<file path="config.mk">
export PLATFORM = sky130hd
export DESIGN_NAME = sec_wdog_timer
export DESIGN_NICKNAME = d
export VERILOG_FILES = /design/src/rtl/sec_wdog_pkg.sv /design/src/rtl/wdog_prescaler.sv /design/src/rtl/wdog_downcount.sv /design/src/rtl/sec_wdog_timer.sv
export SDC_FILE = /design/constraint.sdc
export NUM_CORES = 1
export LEC_CHECK = 0
export ABC_AREA = 1
export BUFFER_PORTS_ARGS = -buffer_cell sky130_fd_sc_hd__buf_2
export CORE_ASPECT_RATIO = 0.6
export CORE_MARGIN = 2
export CORE_UTILIZATION = 28
export CTS_CLUSTER_SIZE = 30
export DETAILED_ROUTE_END_ITERATION = 6
export GPL_TIMING_DRIVEN = 1
export PLACE_DENSITY = 0.55
export SLEW_MARGIN = 10
export SYNTH_ARGS = -nofsm -noshare
export SYNTH_HDL_FRONTEND = slang
export SYNTH_SLANG_ARGS = --single-unit
</file>
<file path="constraint.sdc">
create_clock -name clk -period 2.3 [get_ports clk]
set_input_delay 0 -clock clk [delete_from_list [all_inputs] [get_ports clk]]
set_output_delay 0 -clock clk [all_outputs]
set_load 0.02 [all_outputs]
</file>
<file path="src/rtl/sec_wdog_pkg.sv">
package sec_wdog_pkg;

    localparam int CNT_W = 16;
    localparam int PSC_W = 16;
    localparam int REG_W = 32;

    typedef struct packed {
        logic [CNT_W-1:0] count;
        logic [PSC_W-1:0] psc;
    } wdog_view_t;

    function automatic logic [REG_W-1:0] pack_view(input logic [CNT_W-1:0] cnt,
                                                   input logic [PSC_W-1:0] psc);
        wdog_view_t v;
        v.count = cnt;
        v.psc   = psc;
        return v;
    endfunction

endpackage

</file>
<file path="src/rtl/wdog_prescaler.sv">
module wdog_prescaler #(
    parameter int W = 16
) (
    input  logic         clk,
    input  logic         rst,
    input  logic [W-1:0] limit,
    input  logic         restart,
    output logic         tick
);
    logic [W-1:0] phase;
    logic         running;

    assign running = (limit != '0);
    assign tick    = running && (phase >= limit);

    always_ff @(posedge clk) begin
        if (rst)            phase <= '0;
        else if (restart)   phase <= '0;
        else if (!running)  phase <= phase;
        else if (tick)      phase <= '0;
        else                phase <= phase + 1'b1;
    end

    // a tick always restarts the phase at the next edge
    assert_tick_restart_R5: assert property (@(posedge clk) disable iff (rst)
        tick |=> (phase == '0));

endmodule

</file>
<file path="src/rtl/wdog_downcount.sv">
module wdog_downcount #(
    parameter int W = 16
) (
    input  logic         clk,
    input  logic         rst,
    input  logic         load,
    input  logic [W-1:0] load_val,
    input  logic         step,
    output logic [W-1:0] count,
    output logic         trap
);
    localparam logic [W-1:0] ONE = W'(1);

    logic expire;
    assign expire = step && !load && (count == ONE);

    always_ff @(posedge clk) begin
        if (rst) begin
            count <= '0;
            trap  <= 1'b0;
        end else begin
            trap <= expire;
            if (load)                       count <= load_val;
            else if (step && count != '0)   count <= count - 1'b1;
        end
    end

    assert_trap_at_zero_R6: assert property (@(posedge clk) disable iff (rst)
        trap |-> (count == '0));

    assert_trap_single_R6: assert property (@(posedge clk) disable iff (rst)
        trap |=> !trap);

    assert_one_step_R5: assert property (@(posedge clk) disable iff (rst)
        !load |=> (count == $past(count)) || (count == $past(count) - 1'b1));

endmodule

</file>
<file path="src/rtl/sec_wdog_timer.sv">
module sec_wdog_timer
    import sec_wdog_pkg::*;
(
    input  logic        clk,
    input  logic        rst,
    input  logic        secure_i,
    input  logic        reg_we_i,
    input  logic        start_we_i,
    input  logic [31:0] wr_data_i,
    output logic [31:0] rd_data_o,
    output logic        trap_o
);
    logic [PSC_W-1:0] psc_q;
    logic [CNT_W-1:0] count;
    logic             psc_wr;
    logic             ld;
    logic             tick;

    assign psc_wr = secure_i && reg_we_i;
    assign ld     = secure_i && start_we_i;

    always_ff @(posedge clk) begin
        if (rst)         psc_q <= '0;
        else if (psc_wr) psc_q <= wr_data_i[PSC_W-1:0];
    end

    wdog_prescaler #(.W(PSC_W)) u_psc (
        .clk     (clk),
        .rst     (rst),
        .limit   (psc_q),
        .restart (ld),
        .tick    (tick)
    );

    wdog_downcount #(.W(CNT_W)) u_cnt (
        .clk      (clk),
        .rst      (rst),
        .load     (ld),
        .load_val (wr_data_i[CNT_W-1:0]),
        .step     (tick),
        .count    (count),
        .trap     (trap_o)
    );

    assign rd_data_o = secure_i ? pack_view(count, psc_q) : '0;

    assert_freeze_R7: assert property (@(posedge clk) disable iff (rst)
        (psc_q == '0 && !ld) |=> $stable(count) && !trap_o);

    assert_idle_zero_R8: assert property (@(posedge clk) disable iff (rst)
        (count == '0 && !ld) |=> (count == '0) && !trap_o);

    assert_nonsecure_ignored_R9: assert property (@(posedge clk) disable iff (rst)
        (!secure_i) |=> $stable(psc_q));

endmodule

</file>
### Word level (Yosys, flattened, before mapping)

Cells that the tools add are included.

| cells by class | value |
|---|---|
| muxes and demuxes | 4 |
| $add $sub $neg | 2 |
| magnitude comparators | 1 |
| eq/ne operators | 1 |
| reduce and logical (&&, ||, !) cells | 11 |

Operators with widths:

| operator | count |
|---|---|
| 16-bit 2-to-1 mux | 3 |
| 32-bit 2-to-1 mux | 1 |
| 16-bit nonzero test | 2 |
| 16-bit by 1-bit adder with 16-bit output, second input constant | 1 |
| 16-bit by 1-bit equality test with 1-bit output, second input constant | 1 |
| 16-bit >= comparator | 1 |
| 16-bit by 1-bit subtractor with 16-bit output, second input constant | 1 |
| 1-bit logical AND | 6 |
| 2-bit nonzero test | 1 |
| 2-bit OR reduction | 1 |
| 1-bit logical NOT | 1 |

| storage, ports and cells | value |
|---|---|
| output and inout port bits | 33 |
| register bits after elaboration | 49 |

### Longest topological paths before layout

| logic depth | value |
|---|---|
| depth in word-level cells | 5 |
| mapped depth | 17 |
| depth with buffers taken out | 16 |

### Hierarchy

From an unflattened synthesis, not the netlist that was laid out.

| unflattened totals | value |
|---|---|
| cells, all modules | 577 |
| area total of the unflattened synthesis | 3495.9 um2 |

Modules (own cells, without submodules):

| module | cells each | instances | area each (um2) |
|---|---|---|---|
| wdog_downcount | 221 | 1 | 1283.7 |
| wdog_prescaler | 184 | 1 | 1271.2 |
| sec_wdog_timer | 172 | 1 | 940.9 |

### Worst setup path before layout

Ideal clock, no wire load.

| timing path | value |
|---|---|
| path type | register -> register |
| from | reg psc_q[3] |
| to | reg u_cnt.count[3] |
| cell stages (with the launch flop) | 17 |
| path slack | 0.683 ns |
| setup time | 0.113 ns |
| period minus slack after synthesis | 1.617 ns |
| arrival time | 1.505 ns |
| cells stage by stage | dfxtp_1 > inv_1 > ha_1 > nand2_1 > nor2_1 > nor2_1 > nand2_1 > nand2_1 > nand2_1 > nand2_1 > nand2_1 > nand3_2 > nand2_4 > buf_6 > nand2_1 > nand2_1 > nor2_1 |

| on the way | value |
|---|---|
| longest elaborated chain between the ends | 4 |
| elaborated cells between the ends (all ways) | 5 |
| classes of those cells | order compare (1); reduce/logical (4) |

Ends and longest elaborated chain:

| what | RTL line | source |
|---|---|---|
| start: declaration | sec_wdog_timer.sv:13 | `logic [PSC_W-1:0] psc_q;` |
| start signal: assignment | sec_wdog_timer.sv:24 | `else if (psc_wr) psc_q <= wr_data_i[PSC_W-1:0];` |
| 16-bit >= comparator / 16-bit nonzero test (equally long branches) | wdog_prescaler.sv:14, wdog_prescaler.sv:13 |  |
| 1-bit logical AND (*) | wdog_prescaler.sv:14 | `assign tick = running && (phase >= limit);` |
| 1-bit logical AND (*) | wdog_downcount.sv:24 | `else if (step && count != '0) count <= count - 1'b1;` |
| 2-bit nonzero test (no source line) (*) | -- |  |
| end signal: assignment | wdog_downcount.sv:23 | `if (load) count <= load_val;` |
| end signal: assignment | wdog_downcount.sv:24 |  |
| end: declaration | wdog_downcount.sv:9 | `output logic [W-1:0] count,` |

Mark *: on every way between the ends. The rest lies on a longest branch, timed or not.
A chain may end at the register's enable or synchronous reset.

### Worst setup path after layout

Same ends and word-level chain as after synthesis.

==> reports/metrics.yaml <==
cp-startpoint: "psc_q[3]"
antenna_cells: 0
layout-drive-gt1-share: 0.169
hold_viol: 0
drt_pre_antenna_iters: 5
post-route-min-period_ns: 2.03
clock_sinks: 49
ant_nets: 0
num_vias: 3228
die_area_sq_um: 12500
syn_inst: 498
start_util: 0.288
critical_path_class: "flop to flop"
cp-start-kind: "flop"
final_util: 0.339
antenna_found_initial: 0
rsz0062_at_grt: "false"
finalSetupViolCount: 0
r2r-end: "u_cnt.count[3]"
cts_hold_buf: 3
syn_to_final_growth_pct: 17.6
grt_pass1_wl_microns: 14800
dpl.hpwl_microns: 7220
leakagePower_nw: 1.99
grt_overflow: 0
period_share: 0.881
worstPathRequired_ns: 2.50
slew_violations: 0
synth_nets: 554
relSlewSlack: 0.412
h-tree-depth: 2
cap_violations: 0
final.fill_count: 1260
place_congestion: 0.856
grt_max_degree: 34
post_cts_resized: 0
wl_per_cell_microns: 13.1
fin_nets: 606
post_cts_buffers: 0
final_area_sq_um: 3820
port_buffers: 53
core-area_sq_um: 11300
clk_latency_ns: 0.30
skew_ns: 0.00831
ys_ff_latch: 49
numCtsBuffers: 5
root_buffer: "clkbuf_16"
cts_tree: "done"
drt_iter0_drc: 267
arrival_ns: 2.23
worstHoldPathType: "primary input to flop"
syn_area_per_cell_sq_um: 6.53
die_y_microns: 87.5
max_freq_mhz: 494
critical_path_peak_fanout: 12
yosys_warnings: 0
hold_depth: 3
status: "finished, final reports clean"
yosysSeqAreaShare: 0.302
max-vdd-ir-drop_uv: 287
powerDensity_nw_per_um2: 652
wl_microns: 9280
cp-end-kind: "flop"
r2r_cells: 16
regToRegSetupSlack_ns: 0.27
drc_errors: 0
crit_end: "u_cnt.count[3]"
power_mw: 2.49
vias_per_cell: 4.55
worst_pin_slew_ns: 0.880
syn_area_sq_um: 3250
cts.clk_slew.worst_paths_ns: 0.07
postPlaceCellArea_sq_um: 3650
cts_max_path_buffers: 2
rows: 30
die-width_microns: 143
setup_tns_ns: 0
grt_pass1_vias: 2836
grt_use_total: 0.154
synthDistinctLibCells: 36
rr_startpoint: "psc_q[3]"
mostFrequentLayoutCell: "nand2_1"
final_cell_mix: "119 x nand2_1, 75 x inv_1, 73 x nor2_1, 53 x buf_2, 49 x dfxtp_1"
ios: 70
kinds of logic (layout without fill, tap and decap cells):
group / count (synthesis) / after routing / synth area share
buf+inv: 94 / 146 / 0.127
fa+ha+maj: 19 / 19 / 0.0731
mux: 2 / 2 / 0.00616
xor+xnor: 5 / 5 / 0.0135
flops: 49 / 49 / 0.302
compound gates: 75 / 75 / 0.118
simple gates: 254 / 254 / 0.361
Yosys cell counts (all sizes together):
library cell,instances,area share
nand2,122,0.15
nor2,79,0.097
inv,77,0.089
dfxtp,49,0.30
a21oi,40,0.062
o21ai,30,0.046
nand3,23,0.043
ha,19,0.073
nor3,13,0.029
clkbuf,10,0.021
buf,7,0.017
nand4,7,0.015
nor3b,5,0.018
nand3b,4,0.0092
xor2,4,0.011
a31oi,2,0.0038
mux2i,2,0.0062
and2,1,0.0027
o21a,1,0.0023
o22ai,1,0.0019
o31ai,1,0.0023
xnor2,1,0.0027
registers in the layout, indices dropped and copies added (netlist names):
| register | cells |
|---|---|
| u_psc.phase | 16 |
| psc_q | 16 |
| u_cnt.trap | 1 |
| u_cnt.count | 16 |
per-layer routing:
layer	vias up	share of wire	global-route usage
li1	1674	-	-
met3	8	0.048	0.0297
met4	0	0.0096	0.0351
met2	84	0.36	0.196
met5	-	0	0
met1	1462	0.58	0.252
metrics by stage:
step	setup WS (ns)	cells	hold WS, ns
2_1_floorplan	0.683	498	0.0691
3_3_place_gp	0.324	700	0.251
3_5_place_dp	0.297	700	0.256
4_1_cts	0.289	710	0.00357
5_1_grt	0.130	710	0.0390
6_report	0.274	710	0.00784
worst min path at each step:
stage / from / to / slack (ns)
global placement: rst / psc_q[0] / 0.25
finish: wr_data_i[1] / psc_q[1] / 0.008
global route: wr_data_i[7] / psc_q[7] / 0.04
detailed placement: rst / u_cnt.count[5] / 0.26
floorplan: rst / psc_q[0] / 0.07
CTS: wr_data_i[1] / psc_q[1] / 0.004
final cells by class:
cell class,count,area (sq um),share of cell area
Clock buffer,7,143,0.0373
Tap cell,160,200,0.0523
Sequential cell,49,981,0.256
Multi-Input combinational cell,355,1860,0.486
Timing Repair Buffer,62,353,0.0922
Inverter,77,289,0.0756
critical path, cell delays in order, from the launching register on:
cell	delay [ns]
dfxtp_1	0.34
inv_1	0.08
ha_1	0.30
nand2_1	0.07
nor2_1	0.10
nor2_1	0.04
nand2_1	0.06
nand2_1	0.05
nand2_1	0.08
nand2_1	0.06
nand2_1	0.11
nand3_2	0.19
nand2_4	0.16
buf_12	0.14
nand2_1	0.05
nand2_1	0.05
nor2_1	0.05
power by group:
part	switching, mW	internal, mW	total, mW
Combinational	0.470	0.262	0.732
Clock	0.346	0.429	0.775
Sequential	0.0762	0.911	0.987
Total	0.892	1.60	2.49
(Power assumes the default switching activity.)
